### src/rtl/duo_pkg.sv
// Shared definitions for the two-requester line fetch merger.
// Assumes exactly two requesting chips; everything else is parameterised
// in the modules that import this package.
package duo_pkg;
    localparam int CHIPS = 2;
    typedef logic [CHIPS-1:0] chip_mask_t;
endpackage

### src/rtl/turn_arbiter.sv
// Alternating-turn arbiter for two requesters.
// The turn holder wins when it requests; otherwise the other side may take
// the slot. The turn moves to the loser only when a request is accepted,
// so a skipped turn stays with the chip that skipped it.
// Assumes `go` already folds in downstream readiness and table capacity.
module turn_arbiter
    import duo_pkg::*;
(
    input  logic       clk,
    input  logic       rst_n,
    input  chip_mask_t want,
    input  logic       go,
    output chip_mask_t grant,
    output logic       pick,
    output logic       any
);
    logic turn;

    // choose the turn holder if it asks, else the other chip
    always_comb begin
        pick  = want[turn] ? turn : ~turn;
        any   = |want;
        grant = (go && any) ? (chip_mask_t'(1) << pick) : '0;
    end

    // hand the turn to the chip that did not win an accepted slot
    always_ff @(posedge clk) begin
        if (!rst_n)      turn <= 1'b0;
        else if (|grant) turn <= ~pick;
    end


    grant_onehot_chk: assert property (@(posedge clk) disable iff (!rst_n)
        $onehot0(grant));

    alternate_chk: assert property (@(posedge clk) disable iff (!rst_n)
        (&want && |grant) |=> !(&want && |grant && grant == $past(grant)));

    skip_take_chk: assert property (@(posedge clk) disable iff (!rst_n)
        (go && $onehot(want)) |-> (grant == want));
endmodule

### src/rtl/pid_roster.sv
// Per-chip roster of process identifiers that the chip is running.
// A host write stores an identifier in a slot and marks it valid, or empties
// the slot. The query port reports whether any valid slot holds q_pid.
// Assumes write index values at or above DEPTH are ignored.
module pid_roster #(
    parameter int PW    = 8,
    parameter int DEPTH = 8,
    parameter int IW    = (DEPTH > 1) ? $clog2(DEPTH) : 1
) (
    input  logic          clk,
    input  logic          rst_n,
    input  logic          wr_en,
    input  logic [IW-1:0] wr_idx,
    input  logic [PW-1:0] wr_pid,
    input  logic          wr_set,
    input  logic [PW-1:0] q_pid,
    output logic          q_hit
);
    logic [DEPTH-1:0]         slot_v;
    logic [DEPTH-1:0][PW-1:0] slot_pid;
    logic [DEPTH-1:0]         slot_hit;

    // slot valid flags: set or cleared by host writes
    always_ff @(posedge clk) begin
        if (!rst_n)
            slot_v <= '0;
        else if (wr_en && (int'(wr_idx) < DEPTH))
            slot_v[wr_idx] <= wr_set;
    end

    // slot identifiers: captured only on a set write
    always_ff @(posedge clk) begin
        if (wr_en && wr_set && (int'(wr_idx) < DEPTH))
            slot_pid[wr_idx] <= wr_pid;
    end

    // compare every slot against the queried identifier
    for (genvar g = 0; g < DEPTH; g++) begin : g_cmp
        assign slot_hit[g] = slot_v[g] && (slot_pid[g] == q_pid);
    end

    assign q_hit = |slot_hit;


    set_visible_chk: assert property (@(posedge clk) disable iff (!rst_n)
        (wr_en && wr_set && (int'(wr_idx) < DEPTH)) |=> (q_pid != $past(wr_pid) || q_hit));
endmodule

### src/rtl/pending_table.sv
// Table of read lines sent to memory and not yet fully returned.
// Allocation takes the lowest free slot. Lookup finds the lowest valid slot
// whose address and identifier both match. Freeing clears the looked-up slot.
// Assumes the caller never allocates while full and frees only on a hit.
module pending_table #(
    parameter int AW    = 32,
    parameter int PW    = 8,
    parameter int DEPTH = 16
) (
    input  logic          clk,
    input  logic          rst_n,
    input  logic          alloc_en,
    input  logic [AW-1:0] alloc_addr,
    input  logic [PW-1:0] alloc_pid,
    input  logic          alloc_who,
    output logic          full,
    input  logic [AW-1:0] look_addr,
    input  logic [PW-1:0] look_pid,
    output logic          look_hit,
    output logic          look_who,
    input  logic          free_en
);
    localparam int IW = (DEPTH > 1) ? $clog2(DEPTH) : 1;

    logic [DEPTH-1:0]         vld;
    logic [DEPTH-1:0][AW-1:0] ent_addr;
    logic [DEPTH-1:0][PW-1:0] ent_pid;
    logic [DEPTH-1:0]         ent_who;
    logic [DEPTH-1:0]         match;
    logic [IW-1:0]            free_slot;
    logic [IW-1:0]            hit_slot;

    // tag comparison for every slot
    for (genvar g = 0; g < DEPTH; g++) begin : g_match
        assign match[g] = vld[g] && (ent_addr[g] == look_addr) && (ent_pid[g] == look_pid);
    end

    // lowest free slot and lowest matching slot
    always_comb begin
        free_slot = '0;
        hit_slot  = '0;
        for (int i = DEPTH - 1; i >= 0; i--) begin
            if (!vld[i])  free_slot = IW'(i);
            if (match[i]) hit_slot  = IW'(i);
        end
    end

    assign full     = &vld;
    assign look_hit = |match;
    assign look_who = ent_who[hit_slot];

    // slot occupancy: allocate and free
    always_ff @(posedge clk) begin
        if (!rst_n) begin
            vld <= '0;
        end else begin
            if (free_en && look_hit) vld[hit_slot]  <= 1'b0;
            if (alloc_en)            vld[free_slot] <= 1'b1;
        end
    end

    // slot payload: written on allocation
    always_ff @(posedge clk) begin
        if (alloc_en) begin
            ent_addr[free_slot] <= alloc_addr;
            ent_pid[free_slot]  <= alloc_pid;
            ent_who[free_slot]  <= alloc_who;
        end
    end


    no_alloc_full_chk: assert property (@(posedge clk) disable iff (!rst_n)
        alloc_en |-> !full);

    free_on_hit_chk: assert property (@(posedge clk) disable iff (!rst_n)
        free_en |-> look_hit);

    free_makes_room_chk: assert property (@(posedge clk) disable iff (!rst_n)
        (free_en && !alloc_en) |=> !full);
endmodule

### src/rtl/duo_line_fetch.sv
// Two-chip cache-line read merger with tag-matched, process-based fan-out.
// Requests from two chips are merged by an alternating-turn arbiter onto one
// memory channel and recorded in a pending table. Response beats are matched
// by address and process identifier. Each beat is offered to every chip whose
// roster holds the identifier, and always to the chip that asked for the line.
// A beat retires once all of its target chips have accepted it.
// Assumes the memory side holds a response beat stable until rsp_ready.
module duo_line_fetch
    import duo_pkg::*;
#(
    parameter int AW           = 32,
    parameter int PW           = 8,
    parameter int DW           = 256,
    parameter int OUTSTANDING  = 16,
    parameter int ROSTER_DEPTH = 8,
    parameter int RIW          = (ROSTER_DEPTH > 1) ? $clog2(ROSTER_DEPTH) : 1
) (
    input  logic                       clk,
    input  logic                       rst_n,
    input  logic [CHIPS-1:0]           req_valid,
    output logic [CHIPS-1:0]           req_ready,
    input  logic [CHIPS-1:0][AW-1:0]   req_addr,
    input  logic [CHIPS-1:0][PW-1:0]   req_pid,
    output logic                       mem_req_valid,
    input  logic                       mem_req_ready,
    output logic [AW-1:0]              mem_req_addr,
    output logic [PW-1:0]              mem_req_pid,
    input  logic                       rsp_valid,
    output logic                       rsp_ready,
    input  logic [AW-1:0]              rsp_addr,
    input  logic [PW-1:0]              rsp_pid,
    input  logic [DW-1:0]              rsp_data,
    input  logic                       rsp_last,
    output logic [CHIPS-1:0]           dlv_valid,
    input  logic [CHIPS-1:0]           dlv_ready,
    output logic [DW-1:0]              dlv_data,
    output logic [AW-1:0]              dlv_addr,
    output logic [PW-1:0]              dlv_pid,
    output logic                       dlv_last,
    input  logic                       cfg_we,
    input  logic                       cfg_chip,
    input  logic [RIW-1:0]             cfg_idx,
    input  logic [PW-1:0]              cfg_pid,
    input  logic                       cfg_set,
    output logic                       tag_err
);
    logic       full, pick, any, hit, hit_who, retire, err_q;
    chip_mask_t grant, roster_hit, target, done_q;

    turn_arbiter u_arb (
        .clk   (clk),
        .rst_n (rst_n),
        .want  (req_valid),
        .go    (mem_req_ready && !full),
        .grant (grant),
        .pick  (pick),
        .any   (any)
    );

    // merged request channel follows the arbiter's pick
    always_comb begin
        mem_req_valid = any && !full;
        mem_req_addr  = req_addr[pick];
        mem_req_pid   = req_pid[pick];
        req_ready     = grant;
    end

    pending_table #(.AW(AW), .PW(PW), .DEPTH(OUTSTANDING)) u_pend (
        .clk        (clk),
        .rst_n      (rst_n),
        .alloc_en   (|grant),
        .alloc_addr (mem_req_addr),
        .alloc_pid  (mem_req_pid),
        .alloc_who  (pick),
        .full       (full),
        .look_addr  (rsp_addr),
        .look_pid   (rsp_pid),
        .look_hit   (hit),
        .look_who   (hit_who),
        .free_en    (retire && rsp_last && hit)
    );

    // one roster per chip; delivery target is roster hit or original requester
    for (genvar c = 0; c < CHIPS; c++) begin : g_chip
        pid_roster #(.PW(PW), .DEPTH(ROSTER_DEPTH), .IW(RIW)) u_ros (
            .clk    (clk),
            .rst_n  (rst_n),
            .wr_en  (cfg_we && (cfg_chip == 1'(c))),
            .wr_idx (cfg_idx),
            .wr_pid (cfg_pid),
            .wr_set (cfg_set),
            .q_pid  (rsp_pid),
            .q_hit  (roster_hit[c])
        );
        assign target[c] = roster_hit[c] || (hit_who == 1'(c));
    end

    // fan-out valids and retire condition for the current beat
    always_comb begin
        dlv_valid = (rsp_valid && hit) ? (target & ~done_q) : '0;
        rsp_ready = !hit || ((target & ~(done_q | dlv_ready)) == '0);
        retire    = rsp_valid && rsp_ready;
        dlv_data  = rsp_data;
        dlv_addr  = rsp_addr;
        dlv_pid   = rsp_pid;
        dlv_last  = rsp_last;
    end

    // remember which chips already took the current beat
    always_ff @(posedge clk) begin
        if (!rst_n)      done_q <= '0;
        else if (retire) done_q <= '0;
        else             done_q <= done_q | (dlv_valid & dlv_ready);
    end

    // sticky flag for beats that match no pending line
    always_ff @(posedge clk) begin
        if (!rst_n)                 err_q <= 1'b0;
        else if (rsp_valid && !hit) err_q <= 1'b1;
    end

    assign tag_err = err_q;


    full_blocks_chk: assert property (@(posedge clk) disable iff (!rst_n)
        full |-> (!mem_req_valid && req_ready == '0));

    accept_match_chk: assert property (@(posedge clk) disable iff (!rst_n)
        (mem_req_valid && mem_req_ready) |-> (req_ready != '0));

    requester_served_chk: assert property (@(posedge clk) disable iff (!rst_n)
        (rsp_valid && hit) |-> (dlv_valid[hit_who] || done_q[hit_who]));

    retire_all_taken_chk: assert property (@(posedge clk) disable iff (!rst_n)
        (rsp_valid && rsp_ready && hit) |-> ((dlv_valid & ~dlv_ready) == '0));

    drop_unmatched_chk: assert property (@(posedge clk) disable iff (!rst_n)
        (rsp_valid && !hit) |-> (rsp_ready && dlv_valid == '0));

    err_sticky_chk: assert property (@(posedge clk) disable iff (!rst_n)
        tag_err |=> tag_err);
endmodule

### config.mk
export PLATFORM = sky130hd
export DESIGN_NAME = duo_line_fetch
export DESIGN_NICKNAME = d
export VERILOG_FILES = /design/src/rtl/duo_pkg.sv /design/src/rtl/turn_arbiter.sv /design/src/rtl/pid_roster.sv /design/src/rtl/pending_table.sv /design/src/rtl/duo_line_fetch.sv
export SDC_FILE = /design/constraint.sdc
export NUM_CORES = 1
export LEC_CHECK = 0
export ABC_AREA = 1
export BUFFER_PORTS_ARGS = -buffer_cell sky130_fd_sc_hd__buf_2
export CORE_MARGIN = 2
export CORE_UTILIZATION = 25
export DETAILED_ROUTE_END_ITERATION = 7
export GPL_TIMING_DRIVEN = 0
export PLACE_DENSITY = 0.52
export SLEW_MARGIN = 20
export SYNTH_ARGS = -nofsm -noshare
export SYNTH_HDL_FRONTEND = slang
export SYNTH_SLANG_ARGS = --single-unit
### constraint.sdc
create_clock -name clk -period 9 [get_ports clk]
set_input_delay 1.35 -clock clk [delete_from_list [all_inputs] [get_ports clk]]
set_output_delay 1.35 -clock clk [all_outputs]
set_load 0.02 [all_outputs]
* Word level (Yosys, flattened, before mapping)
Index checks and enable logic that the tools add are counted.
** Operators by class
- $lt $le $gt $ge :: 8
- Equality and inequality tests :: 48
- Shift-type cells :: 1
- Muxes and demuxes :: 65
- Bitwise operators :: 15
- Reductions and logical operators :: 77
** Operators by type and width (count)
- bitwise mux 512 bit :: 1
- equality test 32 bit :: 16
- equality test 8 bit :: 32
- bitwise mux 128 bit :: 1
- bitwise mux 64 bit :: 2
- demux 32 bit (select 4 bit) :: 1
- two-way mux 4 bit :: 32
- two-way mux 32 bit :: 3
- logical AND 1 bit :: 64
- two-way mux 16 bit :: 3
- demux 8 bit (select 4 bit) :: 1
- two-way mux 8 bit :: 4
- demux 8 bit (select 3 bit) :: 1
- AND 16 bit :: 1
- bitwise mux 16 bit :: 1
- bitwise mux 8 bit :: 2
- inverter 16 bit :: 1
- bitwise OR 16 bit :: 1
- AND reduction 16 bit :: 1
- OR reduction 16 bit :: 1
- OR reduction 8 bit :: 2
- less-than comparator 4 x 5 -> 1 bit (second input constant) :: 2
- demux 1 bit (select 4 bit) :: 2
- greater-or-equal comparator 4 x 1 -> 1 bit (second input constant) :: 2
- other kinds (16) :: 37
** Word-level totals
- Flip-flop bits (word level) :: 820
- Input bits :: 399
- Output and inout port bits :: 344
- Logic and storage cells :: 269

* Depth between registers and ports, before layout
- Depth in word-level cells :: 34
- Depth in mapped cells :: 38
- Depth with buffers taken out :: 37

* By module
A second synthesis with hierarchy kept.
** Unflattened totals
- Cell total of the unflattened synthesis :: 3554
- Area, all modules :: 39399.0 µm²
** Modules (own cells, without submodules)
- pending_table :: times used 1, cells an instance 2415, area an instance 29509.6 µm², seq. area each 20019.2 µm²
- pid_roster :: times used 2, cells an instance 373, area an instance 3447.1 µm², seq. area each 2082.0 µm²
- duo_line_fetch :: times used 1, cells an instance 381, area an instance 2929.1 µm², seq. area each 60.1 µm²
- turn_arbiter :: times used 1, cells an instance 12, area an instance 66.3 µm², seq. area each 20.0 µm²

* Least setup slack after synthesis
Ideal clock, no wire load.
- Path type :: input-to-output
- Start :: input rsp_addr[29]
- End :: output dlv_valid[1]
- Arrival :: 3.890 ns
- Data required time :: 7.650 ns
- Path slack :: 3.760 ns
- Stages on the path :: 17
- Path buffers :: 2
- Cells stage by stage :: buf_4 inv_2 buf_4 o21ai_1 or4_1 nor4_1 nand3_2 nand2_2 nor2_1 o31ai_1 nand2b_1 nor2_1 nor2_2 nand2_1 nand2_2 nand2_1 nor2_1
** Between the ends
- Longest elaborated chain between the ends :: 24
- Elaborated cells between the ends (all ways) :: 71
- Classes of those cells :: eq/ne (16); mux (19); bitwise (1); reduce/logical (35)
** Ends and longest elaborated chain
- from (decl) :: RTL line duo_line_fetch.sv:30 : input logic [AW-1:0] rsp_addr,
- equality test 32 bit :: RTL line pending_table.sv:35 : assign match[g] = vld[g] && (ent_addr[g] == look_addr) && (ent_pid[g] == look_pid);
- logical AND 1 bit (2 in a row) :: RTL line pending_table.sv:35
- two-way mux 4 bit (16 in a row) :: RTL line pending_table.sv:44 : if (match[i]) hit_slot = IW'(i);
- binary-select mux 1 bit (select 4 bit) :: RTL line pending_table.sv:50 : assign look_who = ent_who[hit_slot];
- two-way mux 1 bit (implied by the code) :: RTL line pending_table.sv:50
- logical OR 1 bit :: RTL line duo_line_fetch.sv:95 : assign target[c] = roster_hit[c] || (hit_who == 1'(c));
- AND 2 bit :: RTL line duo_line_fetch.sv:100 : dlv_valid = (rsp_valid && hit) ? (target & ~done_q) : '0;
- two-way mux 2 bit * :: RTL line duo_line_fetch.sv:100
- to (decl) :: RTL line duo_line_fetch.sv:34 : output logic [CHIPS-1:0] dlv_valid,
Mark *: on every way between the ends. The rest lies on a longest branch, timed or not. The select of a mux whose other input is x is not followed.

* Worst setup path after layout
- Start :: input rsp_addr[18]
- End :: output rsp_ready
** Between the ends
- Longest elaborated chain between the ends :: 26
- Elaborated cells between the ends (all ways) :: 74
- Classes of those cells :: eq/ne (16); mux (18); bitwise (2); reduce/logical (38)
** Ends and longest elaborated chain
- equality test 32 bit :: RTL line pending_table.sv:35
- logical AND 1 bit (2 in a row) :: RTL line pending_table.sv:35
- two-way mux 4 bit (16 in a row) :: RTL line pending_table.sv:44
- binary-select mux 1 bit (select 4 bit) :: RTL line pending_table.sv:50
- two-way mux 1 bit (implied by the code) :: RTL line pending_table.sv:50
- inverter 1 bit :: RTL line duo_line_fetch.sv:95
- logical OR 1 bit :: RTL line duo_line_fetch.sv:95
- AND 2 bit :: RTL line duo_line_fetch.sv:101 : rsp_ready = !hit || ((target & ~(done_q | dlv_ready)) == '0);
- zero test 2 bit :: RTL line duo_line_fetch.sv:101
- logical OR 1 bit * :: RTL line duo_line_fetch.sv:101
- to (decl) :: RTL line duo_line_fetch.sv:29 : output logic rsp_ready,
Marks and branches as above.

==> metrics.txt <==
P&R area growth vs syn=21.17%; Std-Cell Rows=144; Initial DRT Pass Iterations=6; count leader, synth=edfxtp_1; NumNets Final=4,231; simple-gate area share of the yosys netlist=0.1136; share of Yosys cell area claimed by the top area cell type=0.6100; Startpoint Class=input port; clock transition at the registers of the reported paths=0.06 ns; peak supply drop=0.1341 mV; Post-Place Cells=5,790; final slew viol count=0; Syn Nets=3,664; average size of a mapped cell=11.82 µm²; Primary FF master, synth=edfxtp_1; xor/xnor share of the synthesized area=0.05243; Core ar.=153,700 µm²; register share of total power=0.476; clock sink total=820; cell taking the most area after synthesis=edfxtp_1; Core Util, Final=0.3043; number of flops mapped to enable cells by yosys=784; Area contributors post-synth=edfxtp_1, buf_4, nand2_1; I/O pin total=743; initial antenna violation count=66; # fillers=15,643; share of post-route cells with drive strength above 1=0.2960; Crit Path Max Fanout=10; Switching Share=0.2709; Final min period=8.293 ns; synth unique cells=58; arrival time at the worst endpoint=6.94 ns; DIE AREA=157,500 µm²; CTS H-tree lvls=3; Logic pwr share=0.131; Clk network pwr share=0.393; Synth Cell Area=38,590 µm²; Total Routing Usage GR=0.2372; routed vias=30,025; Final setup viols=0; Reg2Reg Setup Slack=3.64 ns; # resized after CTS=0; largest family of logic cells by synthesized area=simple AND/OR/NAND/NOR gates; Hold/Removal Path Class=flip-flop to flip-flop; Detail Route Antenna Nets=0; Synth Area in Compound Gates=0.09289; Switching Power=2435 µW; Port Buf Inserts=460; slew at the pin closest to its max-slew limit=1.321 ns; placer congestion estimate=0.9510; Fin. Hold Viols=0; gr ovfl total=0; Multi-input gate area=10,570 µm²; fmax=120.6 MHz; WL/cell=32.58 µm; Post-synth top cells=edfxtp_1, nand2_1, buf_4; Worst Path Required=7.65 ns; first-pass GRT wire length=250,500 µm; hold path depth=2; drt initial violations=4,502; total chip power=8990 µW; Synth async-reset ratio=0; cell leakage power=0.01686 µW; register area share after synthesis=0.6287; die extent in x=396.9 µm; hold_buf cts=0; status=complete, no violations; Seq. cell area=24,260 µm²; Setup Crit Path Kind=input port to output port; Setup crit end kind=output port; clk buf depth=3; Root Buffer Master=clkbuf_16; Vias/cell=5.040; postcts setup bufs=0; worst reg-to-reg path cell count=20; CTS tree=done; P_int=6555 µW; post-synthesis mux area share=0.01167; via count of the first global-routing pass=27,459; cells after synthesis=3,265; Clk Latency, worst-skew pair=0.68 ns; clock buffer count from CTS=84; drt drc=0; largest net degree at the start of global routing=30; crit share post-route=0.9214; Die Ht=396.9 µm; RSZ-0062 raised after global routing=false; Clock Skew=0.03779 ns; Initial Util=0.2511; WL final=194,100 µm; Yosys reg bits=820; Synth warnings=0; max-cap violation count=0; Setup TNS Final=0 ns; P per Cell Area=192.3 nW/µm²; final non-filler cell total=5,957; detailed placement HPWL=139,500 µm; Worst slew margin=0.1115; adder-cell area share of the yosys netlist=0
## metal layers
| metal | GRT usage | part of all wire |
|---|---|---|
| met5 | 0 | 0.000077 |
| met1 | 0.3036 | 0.38 |
| met3 | 0.03809 | 0.096 |
| met4 | 0.07734 | 0.034 |
| met2 | 0.4064 | 0.49 |
## registers in the layout, indices dropped and copies added (netlist names)
name                   cells
u_pend.ent_addr          512
g_chip.u_ros.slot_pid    128
u_pend.ent_pid           128
g_chip.u_ros.slot_v       16
u_pend.ent_who            16
u_pend.vld                16
done_q                     2
tag_err                    1
u_arb.turn                 1
## cell usage in the layout (no fill, tap or decap), types with 7 or more instances in the layout
cell	n
a2111oi_0	10
a211oi_1	18
a21oi_1	48
a21oi_2	9
a221oi_1	42
a22o_1	50
buf_1	11
buf_12	14
buf_2	500
buf_4	337
buf_6	25
bufinv_16	8
clkbuf_1	28
clkbuf_16	85
clkinv_1	23
clkinv_2	13
dfxtp_1	36
diode_2	11
edfxtp_1	784
inv_1	169
inv_2	33
inv_6	7
mux2_2	40
nand2_1	511
nand3_1	59
nand3b_1	7
nand4_1	53
nor2_1	177
nor2_4	17
nor3_1	26
nor4_1	76
o2111ai_1	18
o211ai_1	11
o21ai_0	200
o21ai_1	10
o22ai_1	113
or2_2	28
xnor2_1	130
xor2_1	101
## logic make-up (layout without fill, tap and decap cells)
| group | after synthesis | after routing |
|---|---|---|
| AND/OR/NAND/NOR | 985 | 985 |
| flip-flops | 820 | 820 |
| buffers and inverters | 633 | 1270 |
| AO/OA/AOI/OAI | 556 | 556 |
| XOR/XNOR | 231 | 231 |
| multiplexers | 40 | 40 |
| other | 0 | 11 |
## power groups by stage
stage | logic [µW] | registers [µW] | clock network, µW
2_1_floorplan | 557 | 4360 | 0
3_5_place_dp | 1160 | 4360 | 0
5_1_grt | 1200 | 4280 | 3680
6_report | 1180 | 4280 | 3530
3_3_place_gp | 1150 | 4360 | 0
4_1_cts | 1170 | 4280 | 3550
## metrics by stage
stage	area (µm²)	setup slack, ns	hold WS (ns)
floorplan	38590	3.760	0.4455
global placement	43450	1.104	0.4558
detailed placement	44040	1.072	0.4498
CTS	46740	1.052	0.4658
global route	46740	0.7878	0.4926
finish	46760	0.7075	0.4695
## critical path, stage by stage
cell and delay (ns):
buf_4 0.30, inv_1 0.28, buf_2 0.32, nand2_1 0.13
nand3_1 0.08, nor3_1 0.80, nand4_1 0.24, nor4_1 1.06
nand3_1 0.39, nand2_1 0.35, o21bai_4 0.12, a21oi_4 0.33
nand4_1 0.14, nand2_1 0.09, nor2_1 0.04, nor2_1 0.12
nor2_2 0.06, nand2_1 0.08, nand2_2 0.08, nand3_4 0.17
nand2_1 0.07, nand2_1 0.08, buf_2 0.22
## cell type report
cell class / count / area share
flip-flops and latches: 820 / 0.5189
multi-input cells: 1812 / 0.2260
plain buffers: 428 / 0.06654
repair buffers: 481 / 0.05908
well taps: 2044 / 0.05469
clock buffers: 101 / 0.04698
inverters: 205 / 0.01662
clock inverters: 55 / 0.01062
diodes: 11 / 0.0005886
## path summary, 6_finish.rpt
| kind | start | endpoint |
|---|---|---|
| max | rsp_addr[18] | rsp_ready |
| min | tag_err | tag_err |
| max reg2reg | u_pend.vld[6] | u_pend.vld[9] |
| min reg2reg | tag_err | tag_err |
Note: power is estimated with default switching activity, not from simulation.
